**src/rtl/nds_pkg.sv**
```systemverilog
package nds_pkg;
  typedef enum logic [2:0] {
    K_NONE,
    K_FWD_ARM,
    K_QUERY,
    K_NIBBLE,
    K_EXIT,
    K_PAYLOAD
  } kind_t;
endpackage

```
**src/rtl/nds_cmd_decode.sv**
```systemverilog
module nds_cmd_decode
  import nds_pkg::*;
#(
  parameter int DATA_W   = 8,
  parameter int CMD_FWD  = 1,
  parameter int CMD_QRY  = 2,
  parameter int CMD_NIB  = 3,
  parameter int CMD_EXIT = 4
) (
  input  logic              wr,
  input  logic              armed,
  input  logic [DATA_W-1:0] data,
  output kind_t             kind
);
  always_comb begin
    kind = K_NONE;
    if (wr) begin
      if (armed) kind = K_PAYLOAD;
      else if (data == DATA_W'(CMD_FWD))  kind = K_FWD_ARM;
      else if (data == DATA_W'(CMD_QRY))  kind = K_QUERY;
      else if (data == DATA_W'(CMD_NIB))  kind = K_NIBBLE;
      else if (data == DATA_W'(CMD_EXIT)) kind = K_EXIT;
      else kind = K_NONE; // unknown values
    end
  end
endmodule

```
**src/rtl/nds_nibble_unit.sv**
```systemverilog
module nds_nibble_unit
  import nds_pkg::*;
#(
  parameter int DATA_W = 8
) (
  input  logic              clk,
  input  logic              rst,
  input  kind_t             kind,
  input  logic              rx_pending,
  input  logic [DATA_W-1:0] rx_data,
  output logic [DATA_W-1:0] rdback,
  output logic              rx_pop
);
  localparam int NIB_W = DATA_W / 2;
  localparam logic [NIB_W-1:0] PAD = {NIB_W{1'b1}};
  localparam logic [DATA_W-1:0] EMPTY_CODE = {{NIB_W{1'b0}}, PAD};

  logic              high_next;
  logic [DATA_W-1:0] held;

  always_ff @(posedge clk) begin
    if (rst) begin
      rdback    <= '0;
      rx_pop    <= 1'b0;
      high_next <= 1'b0;
      held      <= '0;
    end else begin
      rx_pop <= 1'b0;
      case (kind)
        K_QUERY: rdback <= {{(DATA_W-1){1'b0}}, rx_pending};
        K_NIBBLE: begin
          if (high_next) begin
            rdback    <= {held[DATA_W-1:NIB_W], PAD};
            rx_pop    <= 1'b1;
            high_next <= 1'b0;
          end else if (rx_pending) begin
            rdback    <= {rx_data[NIB_W-1:0], PAD};
            held      <= rx_data;
            high_next <= 1'b1;
          end else begin
            rdback <= EMPTY_CODE;
          end
        end
        K_EXIT: high_next <= 1'b0;
        default: ;
      endcase
    end
  end

  AST_NIB_PADDED: assert property (@(posedge clk) disable iff (rst)
    (kind == K_NIBBLE) |=> (rdback[NIB_W-1:0] == PAD));
  AST_POP_AFTER_HIGH: assert property (@(posedge clk) disable iff (rst)
    rx_pop |-> $past(kind == K_NIBBLE) && $past(high_next));
  AST_EMPTY_NO_POP: assert property (@(posedge clk) disable iff (rst)
    (kind == K_NIBBLE && !high_next && !rx_pending) |=> !rx_pop);
endmodule

```
**src/rtl/nds_tx_slot.sv**
```systemverilog
module nds_tx_slot #(
  parameter int DATA_W = 8
) (
  input  logic              clk,
  input  logic              rst,
  input  logic              load,
  input  logic [DATA_W-1:0] load_data,
  input  logic              tx_ready,
  output logic              tx_valid,
  output logic [DATA_W-1:0] tx_data
);
  logic busy;
  assign busy = tx_valid && !tx_ready;

  always_ff @(posedge clk) begin
    if (rst) begin
      tx_valid <= 1'b0;
      tx_data  <= '0;
    end else if (load && !busy) begin
      tx_valid <= 1'b1;
      tx_data  <= load_data;
    end else if (tx_ready) begin
      tx_valid <= 1'b0;
    end
  end

  AST_TX_HOLD: assert property (@(posedge clk) disable iff (rst)
    (tx_valid && !tx_ready) |=> (tx_valid && $stable(tx_data)));
endmodule

```
**src/rtl/nds_stream_port.sv**
```systemverilog
module nds_stream_port
  import nds_pkg::*;
#(
  parameter int DATA_W   = 8,
  parameter int CMD_FWD  = 1,
  parameter int CMD_QRY  = 2,
  parameter int CMD_NIB  = 3,
  parameter int CMD_EXIT = 4
) (
  input  logic              clk,
  input  logic              rst,
  input  logic              host_wr,
  input  logic [DATA_W-1:0] host_data,
  input  logic              rx_pending,
  input  logic [DATA_W-1:0] rx_data,
  output logic              rx_pop,
  input  logic              tx_ready,
  output logic              tx_valid,
  output logic [DATA_W-1:0] tx_data,
  output logic [DATA_W-1:0] rdback,
  output logic              exit_pulse
);
  kind_t kind;
  logic  armed;

  nds_cmd_decode #(
    .DATA_W(DATA_W), .CMD_FWD(CMD_FWD), .CMD_QRY(CMD_QRY),
    .CMD_NIB(CMD_NIB), .CMD_EXIT(CMD_EXIT)
  ) u_dec (
    .wr(host_wr), .armed(armed), .data(host_data), .kind(kind)
  );

  always_ff @(posedge clk) begin
    if (rst) begin
      armed      <= 1'b0;
      exit_pulse <= 1'b0;
    end else begin
      exit_pulse <= (kind == K_EXIT);
      if (kind == K_FWD_ARM) armed <= 1'b1;
      else if (kind == K_PAYLOAD) armed <= 1'b0;
    end
  end

  nds_nibble_unit #(.DATA_W(DATA_W)) u_nib (
    .clk(clk), .rst(rst), .kind(kind), .rx_pending(rx_pending),
    .rx_data(rx_data), .rdback(rdback), .rx_pop(rx_pop)
  );

  nds_tx_slot #(.DATA_W(DATA_W)) u_tx (
    .clk(clk), .rst(rst), .load(kind == K_PAYLOAD), .load_data(host_data),
    .tx_ready(tx_ready), .tx_valid(tx_valid), .tx_data(tx_data)
  );

  AST_RDBK_HOLD: assert property (@(posedge clk) disable iff (rst)
    !host_wr |=> $stable(rdback));
  AST_EXIT_FROM_WRITE: assert property (@(posedge clk) disable iff (rst)
    exit_pulse |-> $past(host_wr) && $stable(rdback));
  AST_POP_FROM_WRITE: assert property (@(posedge clk) disable iff (rst)
    rx_pop |-> $past(host_wr));
  AST_PAYLOAD_NO_RDBK: assert property (@(posedge clk) disable iff (rst)
    (host_wr && armed) |=> $stable(rdback) && !exit_pulse);
endmodule

```
**config.mk**
```make
export PLATFORM = sky130hd
export DESIGN_NAME = nds_stream_port
export DESIGN_NICKNAME = d
export VERILOG_FILES = /design/src/rtl/nds_pkg.sv /design/src/rtl/nds_cmd_decode.sv /design/src/rtl/nds_nibble_unit.sv /design/src/rtl/nds_tx_slot.sv /design/src/rtl/nds_stream_port.sv
export SDC_FILE = /design/constraint.sdc
export NUM_CORES = 1
export LEC_CHECK = 0
export BUFFER_PORTS_ARGS = -buffer_cell sky130_fd_sc_hd__buf_2
export CAP_MARGIN = 20
export CORE_MARGIN = 2
export CORE_UTILIZATION = 40
export CTS_CLUSTER_DIAMETER = 120
export DETAILED_ROUTE_END_ITERATION = 6
export GPL_TIMING_DRIVEN = 0
export PLACE_DENSITY = 0.72
export RECOVER_POWER = 100
export SETUP_SLACK_MARGIN = 0.15
export SLEW_MARGIN = 20
export SYNTH_ARGS = -nofsm -noshare
export SYNTH_HDL_FRONTEND = slang
export SYNTH_SLANG_ARGS = --single-unit
```
**constraint.sdc**
```tcl
create_clock -name clk -period 2.04 [get_ports clk]
set_clock_uncertainty 0.1 [all_clocks]
set_input_delay 0.408 -clock clk [delete_from_list [all_inputs] [get_ports clk]]
set_output_delay 0.408 -clock clk [all_outputs]
set_load 0.01 [all_outputs]
```
After elaboration in Yosys (flattened, before gate mapping)
Index checks and enable logic that the tools add are counted.

Muxes and demuxes: 17. Bitwise operators: 2. Eq/ne operators: 9. Reduce and logical (&&, ||, !) cells: 10.

Operators with widths (count): $mux 3 (6); $eq 8x2->1 const B (2); $mux 8 (2); $pmux 8 s2 (1); $eq 8x1->1 const B (1); $eq 8x3->1 const B (1); $reduce_bool 2->1 (4); $mux 1 (7); $eq 3x2->1 const B (2); $eq 3x3->1 const B (2); $eq 3x1->1 const B (1); $reduce_and 3->1 (1); $logic_and 1x1->1 (2); $logic_not 1->1 (2); $not 1->1 (2); $pmux 1 s2 (1); $reduce_or 2->1 (1).

Output and inout bits: 19. Bits of input ports: 21. Logic and storage cells: 46. Register bits after elaboration: 29.

Longest topological paths before layout
Gate-level depths: netlist of run 1.

Word-level depth: 10. Mapped depth: 5.

Cells and area by module
From an unflattened synthesis of run 1, not the netlist that was laid out.

Cells, all modules: 112. Area total of the unflattened synthesis: 1136.1 um2.

By module, submodules not included: nds_nibble_unit (area an instance 578.1 um2, instances 1, cells each 57); nds_tx_slot (area an instance 406.6 um2, instances 1, cells each 39); nds_stream_port (area an instance 80.1 um2, instances 1, cells each 7); nds_cmd_decode (area an instance 71.3 um2, instances 1, cells each 9).

Worst setup path before layout of run 1
No wires, ideal clock.

Path type: input to register. Start: in host_data[7]. End: reg u_nib.held[4]. Setup time: 0.072 ns. Data arrival time: 1.845 ns. Cell stages on the path: 5. Path slack: 0.023 ns. Cell sequence: or4_4 or4_4 nor2b_2 buf_6 mux2i_1.

Longest elaborated chain between the ends: 9.

RTL lines: start: declaration (RTL line nds_stream_port.sv:13) `input logic [DATA_W-1:0] host_data,`; $eq 8x3->1 (RTL line nds_cmd_decode.sv:22) `else if (data == DATA_W'(CMD_EXIT)) kind = K_EXIT;`; $mux 3 (RTL line nds_cmd_decode.sv:22); $mux 3 (RTL line nds_cmd_decode.sv:21) `else if (data == DATA_W'(CMD_NIB)) kind = K_NIBBLE;`; $mux 3 (RTL line nds_cmd_decode.sv:20) `else if (data == DATA_W'(CMD_QRY)) kind = K_QUERY;`; $mux 3 (*) (RTL line nds_cmd_decode.sv:19) `else if (data == DATA_W'(CMD_FWD)) kind = K_FWD_ARM;`; $mux 3 (*) (RTL line nds_cmd_decode.sv:18) `if (armed) kind = K_PAYLOAD;`; $mux 3 (*) (RTL line nds_cmd_decode.sv:17) `if (wr) begin`; $eq 3x2->1 (*) (RTL line nds_nibble_unit.sv:29) `case (kind)`; $reduce_and 3->1 (no source line) (*); end signal: assignment (RTL line nds_nibble_unit.sv:38) `held <= rx_data;`; end: declaration (RTL line nds_nibble_unit.sv:19) `logic [DATA_W-1:0] held;`.

Every way passes the cells marked *; elsewhere a longest branch is shown, timed or not. A chain may end at the register's enable or synchronous reset.

Worst setup path after layout of run 1
Start: in host_data[7]. End: reg u_nib.held[5].

The elaborated chain is that of the path after synthesis.

==> results of run 1 <==
==> power by group <==
group | switching [W] | internal [W] | total (W)
registers | 0.000000291 | 0.000449 | 0.000450
clock network | 0.000132 | 0.0000731 | 0.000205
logic | 0.0000283 | 0.0000215 | 0.0000498
total | 0.000161 | 0.000544 | 0.000705
==> state kept, by name, indices dropped and copies added (netlist names) <==
signal           cells
u_tx.tx_data         8
u_nib.rdback         6
u_nib.held           4
armed                1
exit_pulse           1
u_nib.high_next      1
u_nib.rx_pop         1
u_tx.tx_valid        1
==> timing repair <==
| action | 4_1_cts | 5_1_grt |
|---|---|---|
| pin swaps | 1 | 0 |
| setup endpoints to repair | 1 | 1 |
| gates resized for setup | 0 | 1 |
==> cell type report <==
class	instances	area share, %
clock buffers	3	1.92
clock inverters	1	0.426
multi-input cells	68	37.7
well taps	28	2.98
flip-flops and latches	23	39.2
plain buffers	5	2.88
inverters	1	0.319
repair buffers	39	14.6
==> cell families (layout without fill, tap and decap cells) <==
logic type	Yosys count	count (layout)	synth area share, %
and+or+nand+nor	43	43	23.7
DFF	23	23	49.1
AOI/OAI and AO/OA	13	13	10.4
muxes	12	12	12.8
buffers and inverters	6	49	4.00
==> cell usage after synthesis <==
cell	number
nand4b_1	2
mux2i_1	12
a211oi_1	1
clkinv_1	1
nor2b_2	1
o21ai_0	1
nor3_1	2
buf_4	2
nor4_1	1
or4_4	2
and2_1	2
dfxtp_1	23
nand3b_1	1
nor2b_1	3
nand2_1	11
a21o_1	1
nand2b_1	3
clkbuf_1	2
a22o_1	1
o2bb2ai_1	3
a22oi_1	3
o211a_1	1
nor2_1	14
a21oi_1	2
buf_6	1
nand4_1	1
==> critical path: stages <==
cell	delay, ps
buf_2	100
or4_1	600
or4_4	470
nor2b_2	130
buf_6	130
mux2i_1	190
==> cells in the final DEF, fill, tap and decap left out, types with 3 or more instances in the layout <==
| master | Yosys | final |
|---|---|---|
| dfxtp_1 | 23 | 23 |
| clkbuf_1 | 2 | 21 |
| buf_2 | 0 | 20 |
| nor2_1 | 14 | 14 |
| mux2i_1 | 12 | 12 |
| nand2_1 | 11 | 11 |
| clkbuf_4 | 0 | 4 |
| nand2b_1 | 3 | 3 |
| nor2b_1 | 3 | 3 |
| a22oi_1 | 3 | 3 |
| o2bb2ai_1 | 3 | 3 |
==> through the flow <==
step,utilization [%],hold slack (ps)
2_1_floorplan,-,335
3_3_place_gp,52.8,341
3_5_place_dp,52.8,355
4_1_cts,54.1,231
5_1_grt,53.1,210
6_report,53.1,242
==> worst paths after layout <==
check                                     end  slack, ps  cells past startpoint           from
worst max-delay path            u_nib.held[5]        130                      6   host_data[7]
worst min-delay path            u_nib.held[7]        240                      3     rx_data[7]
worst max register to register  u_nib.held[5]        330                      5          armed
worst min register to register  u_nib.held[6]        380                      2  u_nib.held[6]
==> layer usage <==
| layer | wire (um) | global-route usage (%) | share of wire, % |
|---|---|---|---|
| met2 | 995 | 28.7 | 48 |
| met5 | 0 | 0 | 0 |
| met1 | 920 | 20.4 | 44 |
| met4 | 0 | 6.41 | 0 |
| met3 | 157 | 3.14 | 7.6 |
==> run_results.csv, run 1 <==
group,metric,value,unit
cells_and_area,multi_input_area,443,um2
place,place.gp.congestion,0.718,
cells_and_area,final_cells,168,
cells_and_area,antenna_cells,0,
place,dp_hpwl,1.60,mm
synth,synth_fp_nets,118,
floorplan,die_w,52.4,um
place,pre_cts_slack,-182,ps
power,ir_worst_vdd,0.376,mV
job,max_cap_viol_count,0,
global_routing,grt.total_usage,16.7,%
critical_path,arrival,2040,ps
cells_and_area,fin_area,1170,um2
clock_network,cts_max_level,1,
synth,yosysWarnings,0,
synth,ys_types,26,
power,powerDensity,600,nW/um2
timing,hold_viol_final,0,
timing,fmax,525,MHz
critical_path,worstPathMaxFanout,5,
detailed_routing,drcViolationCount,0,
synth,synth_area_leaders,"dfxtp_1, mux2i_1, nor2_1",
place,dpl_cell_area,1170,um2
detailed_routing,detail-route-antenna-nets,0,
critical_path,endpoint_kind,"flop",
timing,finalSetupTns,0,ps
timing,period_share,93.4,%
global_routing,antenna_found_initial,0,
floorplan,rows,17,
global_routing,grt_overflow_total,0,
timing,relSlewSlack,65.1,%
timing,rsz0062_at_grt,"no",
clock_network,postCtsSetupBuffers,0,
synth,synth_area_leader_cell,"dfxtp_1",
place,port_buffers,39,
global_routing,grt_pass1_vias,835,
floorplan,die_area,2750,um2
cells_and_area,syn_to_final_growth,25.2,%
detailed_routing,num_vias,844,
detailed_routing,drtIter0Drc,14,
timing,timing.final.ws_setup,135,ps
detailed_routing,wire_per_inst,12.3,um
clock_network,path_clk_slew,120,ps
synth,synth_top_area_share,49.1,%
detailed_routing,drt_pre_antenna_iters,4,
cells_and_area,seq_area,460,um2
clock_network,cts_made_buffers,3,
place,dp_cells,164,
synth,synth_seq_area_share,49.1,%
clock_network,ctsLongestPathBuffers,2,
floorplan,start_util,42.4,%
run_status,status,"complete, no violations",
floorplan,ios,40,
critical_path,cp-start-kind,"input port",
power,p_total,0.000705,W
global_routing,grt_max_degree,14,
critical_path,path_class,"input port to flop",
timing,worst_pin_slew,524,ps
timing,setup_viol,0,
synth,syn_area_per_cell,9.67,um2
worst_hold_path,hp-class,"input port to flop",
clock_network,clock-sinks,23,
synth,synth_area,938,um2
detailed_routing,via_per_inst,5.02,
power,cellLeakagePower,0.455,nW
timing,fin_crit,1910,ps
timing,final-max-slew-violation-count,0,
clock_network,cts_tree,"yes",
clock_network,cts_root_buf,"clkbuf_4",
cells_and_area,drive_gt1_share,21.4,%
floorplan,dieHeight,52.4,um
cells_and_area,nets,162,
clock_network,clk_latency,310,ps
cells_and_area,fillCellCount,235,
synth,ys_ff_latch,23,
global_routing,grt_pass1_wl,3.44,mm
critical_path,cp.required,2170,ps
detailed_routing,drt-total-wl,2.07,mm
floorplan,fp.coreArea,2210,um2
clock_network,cts_hold_buffers,0,
synth,syn_inst,97,
No activity file was read; power rests on OpenSTA's default activity.
==> run 2, diff against run 1 <==
--- a/config.mk
+++ b/config.mk
@@ -5,7 +5,7 @@
 export SDC_FILE = /design/constraint.sdc
 export NUM_CORES = 1
 export LEC_CHECK = 0
-export BUFFER_PORTS_ARGS = -buffer_cell sky130_fd_sc_hd__buf_2
+export BUFFER_PORTS_ARGS = -buffer_cell sky130_fd_sc_hd__buf_4
 export CAP_MARGIN = 20
 export CORE_MARGIN = 2
 export CORE_UTILIZATION = 40
==> run 2 against run 1 <==
  * Clock power hardly changed
  * Die area unchanged
  * Flip-flop and latch count unchanged
  * Combinational power up 20%
  * Register-to-register slack improved by 80 ps
  * Final area increased by 5.3%
  * Sequential power is essentially flat
  * Sequential share of layout area fell by 2.0 points
  * Non-clock buffer count stayed put
  * Critical path depth did not move
  * Hold slack lost 1.4 ps
  * Final cell count stayed put
  * Largest power group unchanged
==> run_results.csv, run 2 (synthesis gave the netlist of run 1 again) <==
group,metric,value,unit
clock_network,clk_latency,300,ps
detailed_routing,detail-route-antenna-nets,0,
place,port_buffers,39,
job,max_cap_viol_count,0,
power,ir_worst_vdd,0.373,mV
run_status,status,"complete, no violations",
floorplan,die_w,52.4,um
global_routing,grt_pass1_wl,3.32,mm
timing,final-max-slew-violation-count,0,
cells_and_area,mostFrequentLayoutCells,"dfxtp_1, clkbuf_1, buf_4, nor2_1, mux2i_1",
critical_path,reg2reg_from,"armed",
cells_and_area,fin_area,1240,um2
clock_network,cts_tree,"yes",
timing,fmax,532,MHz
cells_and_area,drive_gt1_share,22.1,%
detailed_routing,num_vias,839,
global_routing,grt_pass1_vias,785,
critical_path,worst_r2r_path_depth,5,
timing,setup_viol,0,
timing,fin_crit,1880,ps
power,cellLeakagePower,0.478,nW
place,dp_hpwl,1.60,mm
detailed_routing,via_per_inst,4.99,
floorplan,dieHeight,52.4,um
timing,period_share,92.1,%
cells_and_area,fin_util,55.9,%
cells_and_area,top_regs,"u_tx.tx_data: 8 flops, u_nib.rdback: 6 flops, u_nib.held: 4 flops",
critical_path,endpoint_kind,"flop",
power,powerDensity,576,nW/um2
cells_and_area,mostFrequentLayoutCell,"dfxtp_1",
detailed_routing,drt-total-wl,1.99,mm
critical_path,cp-start-kind,"input port",
clock_network,clock-sinks,23,
timing,timing.final.ws_setup,161,ps
timing,worst_pin_slew,552,ps
critical_path,path_class,"input port to flop",
global_routing,grt.total_usage,15.9,%
floorplan,die_area,2750,um2
place,dpl_cell_area,1270,um2
critical_path,arrival,2020,ps
floorplan,start_util,42.4,%
global_routing,antenna_found_initial,0,
global_routing,grt_overflow_total,0,
worst_hold_path,holdPathEnd,"u_tx.tx_data[3]",
worst_hold_path,hp-class,"input port to flop",
timing,hold_viol_final,0,
global_routing,grt_max_degree,14,
detailed_routing,wire_per_inst,11.9,um
floorplan,rows,17,
critical_path,worstPathMaxFanout,5,
cells_and_area,syn_to_final_growth,31.9,%
worst_hold_path,hold_path_depth,3,
detailed_routing,drtIter0Drc,10,
place,dp_cells,164,
place,pre_cts_slack,-191,ps
clock_network,cts_max_level,1,
cells_and_area,nets,162,
timing,relSlewSlack,63.2,%
detailed_routing,drcViolationCount,0,
clock_network,cts_made_buffers,3,
cells_and_area,fillCellCount,231,
worst_hold_path,holdCritStartpoint,"host_data[3]",
critical_path,timing.rr.end,"u_nib.held[5]",
clock_network,ctsLongestPathBuffers,2,
timing,rsz0062_at_grt,"yes",
cells_and_area,final_cells,168,
detailed_routing,drt_pre_antenna_iters,4,
critical_path,cp.required,2180,ps
floorplan,fp.coreArea,2210,um2
clock_network,cts_root_buf,"clkbuf_4",
cells_and_area,top_register,"u_tx.tx_data",
floorplan,ios,40,
cells_and_area,largest_register_ffs,8,
power,p_total,0.000713,W
cells_and_area,antenna_cells,0,
place,place.gp.congestion,0.702,
critical_path,rrSetupSlack,410,ps
clock_network,path_clk_slew,120,ps
-- run 2: worst max-delay path: stages --
cell      delay (ps)
clkbuf_1          90
or4_4            560
or4_4            540
nor2b_4          130
buf_6            130
mux2i_1          170
-- run 2: layout make-up --
type	instances	area [um2]	share of cell area, %
repair buffers	39	225	18.2
plain buffers	5	33.8	2.73
multi-input cells	68	452	36.5
clock buffers	3	22.5	1.82
inverters	1	3.75	0.303
well taps	28	35.0	2.83
clock inverters	1	5.00	0.404
flip-flops and latches	23	460	37.2
-- run 2: metal layers --
| layer | global-route usage [%] | share of wire (%) | up-vias |
|---|---|---|---|
| li1 | - | - | 427 |
| met1 | 20.1 | 45 | 380 |
| met2 | 26.0 | 46 | 30 |
| met3 | 3.71 | 7.5 | 2 |
| met4 | 6.41 | 0.70 | 0 |
| met5 | 0 | 0 | - |
-- run 2: what timing repair did --
item | in CTS | in global routing
endpoints found under the setup margin | 1 | 5
setup buffers | 0 | 0
hold buffers | 0 | 0
gates resized for setup | 1 | 3
-- run 2: stage by stage --
stage | hold WS (ps) | TNS, ps
after floorplan | 335 | 0
final | 241 | 0
after detailed placement | 353 | -1410
after CTS | 196 | 0
after global placement | 346 | -1060
after global routing | 216 | 0
-- run 2: worst max-delay path by stage --
stage | endpoint | cells after the start | startpoint | slack, ps
CTS | u_nib.held[5] | 6 | host_data[7] | 140
finish | u_nib.held[5] | 6 | host_data[7] | 160
global route | u_nib.held[4] | 6 | host_data[7] | 120
detailed placement | u_nib.rdback[5] | 5 | host_data[7] | -190
floorplan | u_nib.held[4] | 5 | host_data[7] | 20
global placement | u_nib.held[6] | 6 | host_data[7] | -150
-- run 2: report_power, final --
group | total, W | internal [W] | leakage (nW) | switching [W]
registers | 0.000450 | 0.000449 | 0.185 | 0.000000278
clock network | 0.000203 | 0.0000731 | 0.0177 | 0.000130
logic | 0.0000600 | 0.0000324 | 0.275 | 0.0000276
